==> src/rtl/step_dispatch.sv <==
module step_dispatch #(
  parameter int XLEN = 32,
  parameter int CODE_W = 5,
  parameter int CNT_W = 32,
  parameter int EXIT_W = 8,
  parameter int TICK_EVERY = 4,
  parameter logic [XLEN-1:0] RESET_PC = '0,
  parameter logic [CODE_W-1:0] ILLEGAL_CODE = CODE_W'(2)
) (
  input  logic              clk,
  input  logic              rst_n,
  input  logic              irq_pending,
  input  logic [CODE_W-1:0] irq_code,
  input  logic [1:0]        irq_priv,
  output logic              fetch_req,
  output logic [XLEN-1:0]   fetch_pc,
  input  logic              fetch_ack,
  input  logic              fetch_err,
  input  logic [CODE_W-1:0] fetch_err_code,
  input  logic [XLEN-1:0]   fetch_err_addr,
  input  logic [31:0]       fetch_insn,
  input  logic              fetch_compressed,
  output logic              dec_req,
  output logic [31:0]       dec_insn,
  output logic              dec_compressed,
  input  logic              dec_ack,
  input  logic              dec_ok,
  output logic              exe_req,
  input  logic              exe_ack,
  input  logic              exe_retired,
  input  logic              exe_redirect,
  input  logic [XLEN-1:0]   exe_target,
  output logic              trap_req,
  output logic [1:0]        trap_kind,
  output logic [CODE_W-1:0] trap_code,
  output logic [XLEN-1:0]   trap_value,
  output logic [1:0]        trap_priv,
  input  logic              trap_ack,
  input  logic [XLEN-1:0]   trap_pc,
  input  logic              host_done,
  input  logic [EXIT_W-1:0] exit_code,
  output logic [XLEN-1:0]   pc,
  output logic [CNT_W-1:0]  retired_count,
  output logic [CNT_W-1:0]  step_count,
  output logic              tick,
  output logic              halted,
  output logic              exit_ok
);
  localparam int TCW = (TICK_EVERY > 1) ? $clog2(TICK_EVERY) : 1;
  localparam logic [TCW-1:0] TICK_LAST = TCW'(TICK_EVERY - 1);
  localparam logic [1:0] K_IRQ = 2'd0;
  localparam logic [1:0] K_FETCH = 2'd1;
  localparam logic [1:0] K_ILLEGAL = 2'd2;

  typedef enum logic [2:0] {
    S_START, S_FETCH, S_DEC, S_EXE, S_TRAP, S_COMMIT, S_HALT
  } state_t;

  state_t            state;
  logic [XLEN-1:0]   pc_q, npc_q;
  logic [31:0]       insn_q;
  logic              comp_q;
  logic              stepped_q, retired_q;
  logic [1:0]        kind_q;
  logic [CODE_W-1:0] code_q;
  logic [XLEN-1:0]   tval_q;
  logic [1:0]        priv_q;
  logic [CNT_W-1:0]  ret_q, step_q;
  logic [TCW-1:0]    tcnt_q;
  logic              tick_q, exit_ok_q;

  logic [XLEN-1:0] seq_pc;
  logic [XLEN-1:0] illegal_val;
  logic            tick_due;

  assign seq_pc      = pc_q + (comp_q ? XLEN'(2) : XLEN'(4));
  assign illegal_val = comp_q ? XLEN'(insn_q[15:0]) : XLEN'(insn_q);
  assign tick_due    = (tcnt_q == TICK_LAST);

  assign fetch_req      = (state == S_FETCH);
  assign dec_req        = (state == S_DEC);
  assign exe_req        = (state == S_EXE);
  assign trap_req       = (state == S_TRAP);
  assign fetch_pc       = pc_q;
  assign dec_insn       = insn_q;
  assign dec_compressed = comp_q;
  assign trap_kind      = kind_q;
  assign trap_code      = code_q;
  assign trap_value     = tval_q;
  assign trap_priv      = priv_q;
  assign pc             = pc_q;
  assign retired_count  = ret_q;
  assign step_count     = step_q;
  assign tick           = tick_q;
  assign halted         = (state == S_HALT);
  assign exit_ok        = exit_ok_q;

  always_ff @(posedge clk or negedge rst_n) begin
    if (!rst_n) begin
      state     <= S_START;
      pc_q      <= RESET_PC;
      npc_q     <= RESET_PC;
      insn_q    <= '0;
      comp_q    <= 1'b0;
      stepped_q <= 1'b0;
      retired_q <= 1'b0;
      kind_q    <= K_IRQ;
      code_q    <= '0;
      tval_q    <= '0;
      priv_q    <= '0;
      ret_q     <= '0;
      step_q    <= '0;
      tcnt_q    <= '0;
      tick_q    <= 1'b0;
      exit_ok_q <= 1'b0;
    end else begin
      tick_q <= 1'b0;
      unique case (state)
        S_START: begin
          stepped_q <= 1'b0;
          retired_q <= 1'b0;
          if (host_done) begin
            exit_ok_q <= (exit_code == '0);
            state     <= S_HALT;
          end else if (irq_pending) begin
            kind_q <= K_IRQ;
            code_q <= irq_code;
            tval_q <= '0;
            priv_q <= irq_priv;
            state  <= S_TRAP;
          end else begin
            state <= S_FETCH;
          end
        end
        S_FETCH: if (fetch_ack) begin
          if (fetch_err) begin
            kind_q <= K_FETCH;
            code_q <= fetch_err_code;
            tval_q <= fetch_err_addr;
            priv_q <= '0;
            state  <= S_TRAP;
          end else begin
            insn_q <= fetch_insn;
            comp_q <= fetch_compressed;
            state  <= S_DEC;
          end
        end
        S_DEC: if (dec_ack) begin
          stepped_q <= 1'b1;
          if (dec_ok) begin
            npc_q <= seq_pc;
            state <= S_EXE;
          end else begin
            kind_q <= K_ILLEGAL;
            code_q <= ILLEGAL_CODE;
            tval_q <= illegal_val;
            priv_q <= '0;
            state  <= S_TRAP;
          end
        end
        S_EXE: if (exe_ack) begin
          retired_q <= exe_retired;
          if (exe_redirect) npc_q <= exe_target;
          state <= S_COMMIT;
        end
        S_TRAP: if (trap_ack) begin
          npc_q <= trap_pc;
          state <= S_COMMIT;
        end
        S_COMMIT: begin
          pc_q <= npc_q;
          if (retired_q) ret_q <= ret_q + 1'b1;
          if (stepped_q) step_q <= step_q + 1'b1;
          if (host_done) begin
            exit_ok_q <= (exit_code == '0);
            state     <= S_HALT;
          end else begin
            tick_q <= tick_due;
            tcnt_q <= tick_due ? '0 : tcnt_q + 1'b1;
            state  <= S_START;
          end
        end
        S_HALT: state <= S_HALT;
        default: state <= S_HALT;
      endcase
    end
  end
endmodule


==> config.mk <==
export PLATFORM = sky130hd
export DESIGN_NAME = step_dispatch
export DESIGN_NICKNAME = d
export VERILOG_FILES = /design/src/rtl/step_dispatch.sv
export SDC_FILE = /design/constraint.sdc
export NUM_CORES = 1
export LEC_CHECK = 0
export ABC_AREA = 0
export CAP_MARGIN = 0
export CORE_MARGIN = 5
export CORE_UTILIZATION = 25
export CTS_CLUSTER_SIZE = 24
export DETAILED_ROUTE_END_ITERATION = 8
export PLACE_DENSITY = 0.58
export SETUP_SLACK_MARGIN = 0.1
export SYNTH_ARGS = -nofsm -noshare
export SYNTH_HDL_FRONTEND = slang
export SYNTH_SLANG_ARGS = --single-unit
export TNS_END_PERCENT = 30
==> constraint.sdc <==
create_clock -name clk -period 3 [get_ports clk]
set_clock_uncertainty 0.15 [all_clocks]
set_input_delay 0.6 -clock clk [delete_from_list [all_inputs] [get_ports clk]]
set_output_delay 0.6 -clock clk [all_outputs]
set_load 0.01 [all_outputs]
# == Word level (Yosys, flattened, before mapping) ==
# Cells that the tools add are included.
# word_totals
output_inout_bits,209
regBits,211
input_bits,161
# classes
n_addsub,4
eq_ne,17
muxes,53
n_reduce_logical,17
n_bitwise,2
# op_table
op,n
$mux 32,12
$pmux 32 s3,2
$add 32x1->32 const B,2
$add 32x3->32,1
$mux 3,10
$mux 5,6
$mux 2,13
$pmux 3 s6,1
$pmux 5 s3,1
$ne 2x1->1 const B,7
$pmux 2 s3,2
$reduce_and 2->1,6
$eq 3x3->1 const B,3
$logic_not 8->1,1
$reduce_and 7->1,1
$eq 3x2->1 const B,2
$ne 2x2->1 const B,3
$reduce_and 6->1,1
$reduce_bool 3->1,2
$mux 1,4
$pmux 1 s2,2
$reduce_and 4->1,1
$reduce_bool 2->1,2
$eq 3x1->1 const B,1
other kinds (6),7

# == Longest topological paths before layout ==
# depth
word_depth,5
mapped_depth,9

# == Worst setup path after synthesis ==
# No wires, ideal clock.
# synth_timing
kind,reg2reg
from,register pc_q[1] (netlist: fetch_pc[1])
to,register npc_q[31]
period_less_slack_ns,2.438
path_slack_ns,0.562
arrival_ns,2.219
stages_incl_launch_ff,9
setup_time_ns,0.069
required_ns,2.781
cell_sequence,dfrtp_1 ha_1 fa_1 and4_1 clkbuf_1 nand2_1 or4_4 or4_1 nand3_1
# synth_between
elab_chain_cells,4
# synth_rtl
item,line,source
from (decl),60,"logic [XLEN-1:0] pc_q, npc_q;"
from (signal assigned),171,pc_q <= npc_q;
$add 32x3->32,76,assign seq_pc = pc_q + (comp_q ? XLEN'(2) : XLEN'(4));
$mux 32,150,if (dec_ok) begin
$mux 32,148,S_DEC: if (dec_ack) begin
$pmux 32 s3,118,unique case (state)
to (signal assigned),151,npc_q <= seq_pc;
to (signal assigned),163,if (exe_redirect) npc_q <= exe_target;
to (signal assigned),167,npc_q <= trap_pc;
to (decl),60,
# No other way between the ends. The select of a mux whose other input is x is not followed.
# A chain may end at the register's enable or synchronous reset.

# == Worst setup path after layout ==
# layout_timing
from,register state[2]
to,output exe_req
# layout_between
elab_chain_cells,1
# layout_rtl
item,line,source
from (decl),59,state_t state;
from (signal assigned),100,state <= S_START;
from (signal assigned),124,state <= S_HALT;
from (signal assigned),130,state <= S_TRAP;
$eq 3x2->1,82,assign exe_req = (state == S_EXE);
to (decl),28,"output logic exe_req,"
# No other way between the ends.

==> metrics.log <==
[metrics] unrepaired setup endpoints after global routing: false
[metrics] Avg Vias per Cell: 4.75
[metrics] TritonCTS clock tree: yes
[metrics] source-to-sink clock delay at the later pin of the worst-skew pair: 0.54 ns
[metrics] ANT nets after route: 0
[metrics] Power Dens Cells: 837 nW/um^2
[metrics] Post-Synthesis Cell Area: 10200 sq um
[metrics] fraction of synthesized cell area in xor and xnor cells: 0.0663
[metrics] die extent in x: 212 um
[metrics] Post-synth EDFFs: 0
[metrics] number of nets produced by synthesis: 1176
[metrics] total count of hold-check failures in the final report: 0
[metrics] largest fanout of any net on the critical path: 8
[metrics] average instance area after synthesis: 10.1 sq um
[metrics] total leakage power: 6.44 nW
[metrics] share of cell area taken by muxes after synthesis: 0.0418
[metrics] synth-to-layout area growth: 50.2%
[metrics] startpoint type of the worst setup path: flop
[metrics] buffers inserted during post-CTS setup optimization: 0
[metrics] period utilization: 0.919
[metrics] clock root buffer: sky130_fd_sc_hd__clkbuf_16
[metrics] final net count: 1519
[metrics] remaining design rule violation count: 0
[metrics] arrival time reported for the critical path endpoint: 2.01 ns
[metrics] Max Cap Violations: 0
[metrics] Compound-Gate Fraction of Synth Area: 0.120
[metrics] TritonCTS buffer count: 27
[metrics] worst setup slack before clock tree synthesis: 0.153 ns
[metrics] DR vias: 9035
[metrics] boundary pin count: 370
[metrics] top_reg_cell synth: sky130_fd_sc_hd__dfrtp_1
[metrics] Setup CP Type: reg2out
[metrics] routed wirelength normalized by instance count: 18.5 um
[metrics] share of synthesized cell area in and, or, nand and nor gates: 0.189
[metrics] initial antenna violation count: 3
[metrics] Detail Placement HPWL: 26000 um
[metrics] post-route standard cell area excluding fillers: 15300 sq um
[metrics] total of flip-flops plus latches after synthesis: 211
[metrics] Filler Cells Inserted: 4070
[metrics] Clock Path Buffers: 3
[metrics] fraction of final layout cells with drive strength greater than 1: 0.0956
[metrics] Num Clock Sinks: 211
[metrics] crit-path cells: and3b_2 > clkdlybuf4s50_1
[metrics] final wirelength: 35300 um
[metrics] via count of the first global-routing pass: 9203
[metrics] stage delay of the slowest cell on the critical path: 0.62 ns
[metrics] class of the tightest hold or removal check: in2async
[metrics] Min Hold Slack: 0.308 ns
[metrics] pin count of the biggest net entering global routing: 77
[metrics] maximum VDD drop: 0.401 mV
[metrics] Initial DRT Pass Iterations: 5
[metrics] worst-margin pin slew: 1.13 ns
[metrics] gp weighted congestion: 0.790
[metrics] maximum level of the CTS H-tree: 1
[metrics] final number of setup-violating endpoints: 0
[metrics] setup TNS after final layout: 0 ns
[metrics] Final Critical Period: 2.76 ns
[metrics] unique cell type count in the Yosys netlist: 64
[metrics] Buffers on Ports: 369
[metrics] Yosys warning total: 0
[metrics] total overflow reported by the global router: 0
[metrics] FMAX: 363 MHz
[metrics] status: completed
[metrics] std cell rows: 74
[metrics] Slew Limit Fails: 0
[metrics] die area: 44800 sq um
[metrics] wire length of the first global-routing pass: 54100 um
[metrics] area of combinational cells with multiple inputs: 4370 sq um
[metrics] Worst Slack Setup Final: 0.244 ns
[metrics] CP Capture Type: primary output
[metrics] power consumption: 12.8 mW
[metrics] proportion of register bits with asynchronous set or reset after synthesis: 1.00
[metrics] DRC marker count from the first detailed-route iteration: 467
[metrics] Cell Area, Placed: 14400 sq um
[metrics] clock slew at the register clock pins of the worst setup and hold paths: 0.06 ns
[metrics] overall die height: 212 um
[metrics] worst relative slew slack: 0.241
[metrics] dominant combinational cell family by area after synthesis: simple AND/OR/NAND/NOR gates
[metrics] cell at the slowest stage of the critical path: sky130_fd_sc_hd__clkdlybuf4s50_1
[metrics] area taken by flip-flops and latches: 5280 sq um
[metrics] share of the yosys chip area belonging to registers: 0.519
[metrics] overall routing resource usage: 0.151
[metrics] instance count of the mapped netlist: 1009
[metrics] Core Box Area: 40600 sq um
[metrics] required time of the critical path: 2.25 ns
[metrics] adder-cell share of the synthesized area: 0.00811
[metrics] initial cell density of the core: 0.251
==> synth_stat cells (19+ instances only) <==
library cell               number  area share
sky130_fd_sc_hd__dfrtp_1      211        0.52
sky130_fd_sc_hd__buf_4         33       0.024
sky130_fd_sc_hd__a21oi_1       29       0.014
sky130_fd_sc_hd__xnor2_1       53       0.046
sky130_fd_sc_hd__clkbuf_1      40       0.015
sky130_fd_sc_hd__o21ai_0       24       0.012
sky130_fd_sc_hd__and3_1        25       0.015
sky130_fd_sc_hd__nand2_1      149       0.055
sky130_fd_sc_hd__nor2_1       100       0.037
sky130_fd_sc_hd__a221oi_1      41       0.035
sky130_fd_sc_hd__nand4_1       19       0.012
sky130_fd_sc_hd__nand3_1       39       0.019
sky130_fd_sc_hd__xor2_1        24       0.021
sky130_fd_sc_hd__mux2_2        36       0.040
==> state kept, by name, indices dropped and copies added, names as in the netlist <==
name and cells:
retired_q 1, exit_ok 1, trap_priv 2, tcnt_q 2
trap_kind 2, dec_insn 32, state 3, step_count 32
stepped_q 1, dec_compressed 1, tick 1, retired_count 32
trap_code 5, fetch_pc 32, trap_value 32, npc_q 32
==> through the flow <==
stage          instances  utilization
2_1_floorplan       1009            -
3_3_place_gp        1854        0.355
3_5_place_dp        1854        0.355
4_1_cts             1902        0.377
5_1_grt             1904        0.377
6_report            1904        0.377
==> layout make-up <==
type / instances / area share
sequential: 211 / 0.345
multi-input combinational: 692 / 0.286
timing repair buffer: 402 / 0.262
clock buffer: 38 / 0.0528
tap: 532 / 0.0435
clock inverter: 9 / 0.00548
inverter: 18 / 0.00442
antenna: 2 / 0.000327
==> critical path: cells and delay by family (launching register included) <==
family,cells,cell delay [ns]
DFF,1,0.44
and+or+nand+nor,1,0.39
buffers and inverters,1,0.62
==> cells in the final DEF (no fill, tap or decap), types with 4 or more instances in the layout <==
cell,synthesis,routed
sky130_fd_sc_hd__nand4_1,19,19
sky130_fd_sc_hd__ha_1,5,5
sky130_fd_sc_hd__a21oi_1,29,29
sky130_fd_sc_hd__a31oi_1,13,13
sky130_fd_sc_hd__nor4_1,15,15
sky130_fd_sc_hd__buf_4,33,27
sky130_fd_sc_hd__a221o_1,17,17
sky130_fd_sc_hd__inv_1,17,17
sky130_fd_sc_hd__xnor2_1,53,53
sky130_fd_sc_hd__clkdlybuf4s50_1,0,364
sky130_fd_sc_hd__and2_1,4,4
sky130_fd_sc_hd__dfrtp_1,211,210
sky130_fd_sc_hd__and3_1,25,25
sky130_fd_sc_hd__a221oi_1,41,41
sky130_fd_sc_hd__clkinv_2,0,4
sky130_fd_sc_hd__nand2b_1,5,5
sky130_fd_sc_hd__nand3b_1,4,4
sky130_fd_sc_hd__nand3_1,39,39
sky130_fd_sc_hd__clkbuf_16,0,27
sky130_fd_sc_hd__xor2_1,24,24
sky130_fd_sc_hd__nor3_1,13,13
sky130_fd_sc_hd__a22oi_1,8,8
sky130_fd_sc_hd__nor2_1,100,99
sky130_fd_sc_hd__clkbuf_8,1,9
sky130_fd_sc_hd__o22ai_1,6,6
sky130_fd_sc_hd__mux2_2,36,36
sky130_fd_sc_hd__o31a_1,6,6
sky130_fd_sc_hd__buf_12,0,5
sky130_fd_sc_hd__and4_1,12,12
sky130_fd_sc_hd__o21ai_0,24,24
sky130_fd_sc_hd__nand2_1,149,149
==> kinds of logic after synthesis <==
family,after synthesis
AND/OR/NAND/NOR,404
flip-flops,211
AO/OA/AOI/OAI,167
buffers and inverters,106
XOR/XNOR,77
multiplexers,38
adder cells (fa/ha/maj),6
==> where the power goes <==
part | total, mW | internal, mW | switching [mW]
sequential | 4.65 | 3.72 | 0.930
clock | 3.23 | 1.95 | 1.29
combinational | 4.91 | 2.59 | 2.32
total | 12.8 | 8.26 | 4.54
==> per-layer routing <==
metal	global-route usage	routed length, um	up-vias
li1	-	-	4269
met1	0.196	14700	4420
met2	0.240	16700	275
met3	0.0453	2670	69
met4	0.0542	1220	2
met5	0	12	-
==> final timing paths <==
path	start	to	slack (ns)	cells after the start
max in group asynchronous	rst_n	state[1]	1.43	3
hold / removal	rst_n	fetch_pc[7]	0.31	2
setup / recovery	state[2]	exe_req	0.24	2
setup reg to reg	dec_compressed	npc_q[31]	0.31	7
hold reg to reg	npc_q[7]	fetch_pc[7]	0.31	2
min in group clk	npc_q[7]	fetch_pc[7]	0.31	2
==> timing repair <==
| action | in CTS | in global routing |
|---|---|---|
| hold buffers | 1 | 0 |
| pin swaps | 0 | 0 |
| gates resized for setup | 4 | 2 |
| endpoints found under the setup margin | 4 | 1 |
| endpoints found under the hold margin | 13 | 0 |
Power figures use the tool's default switching activity.
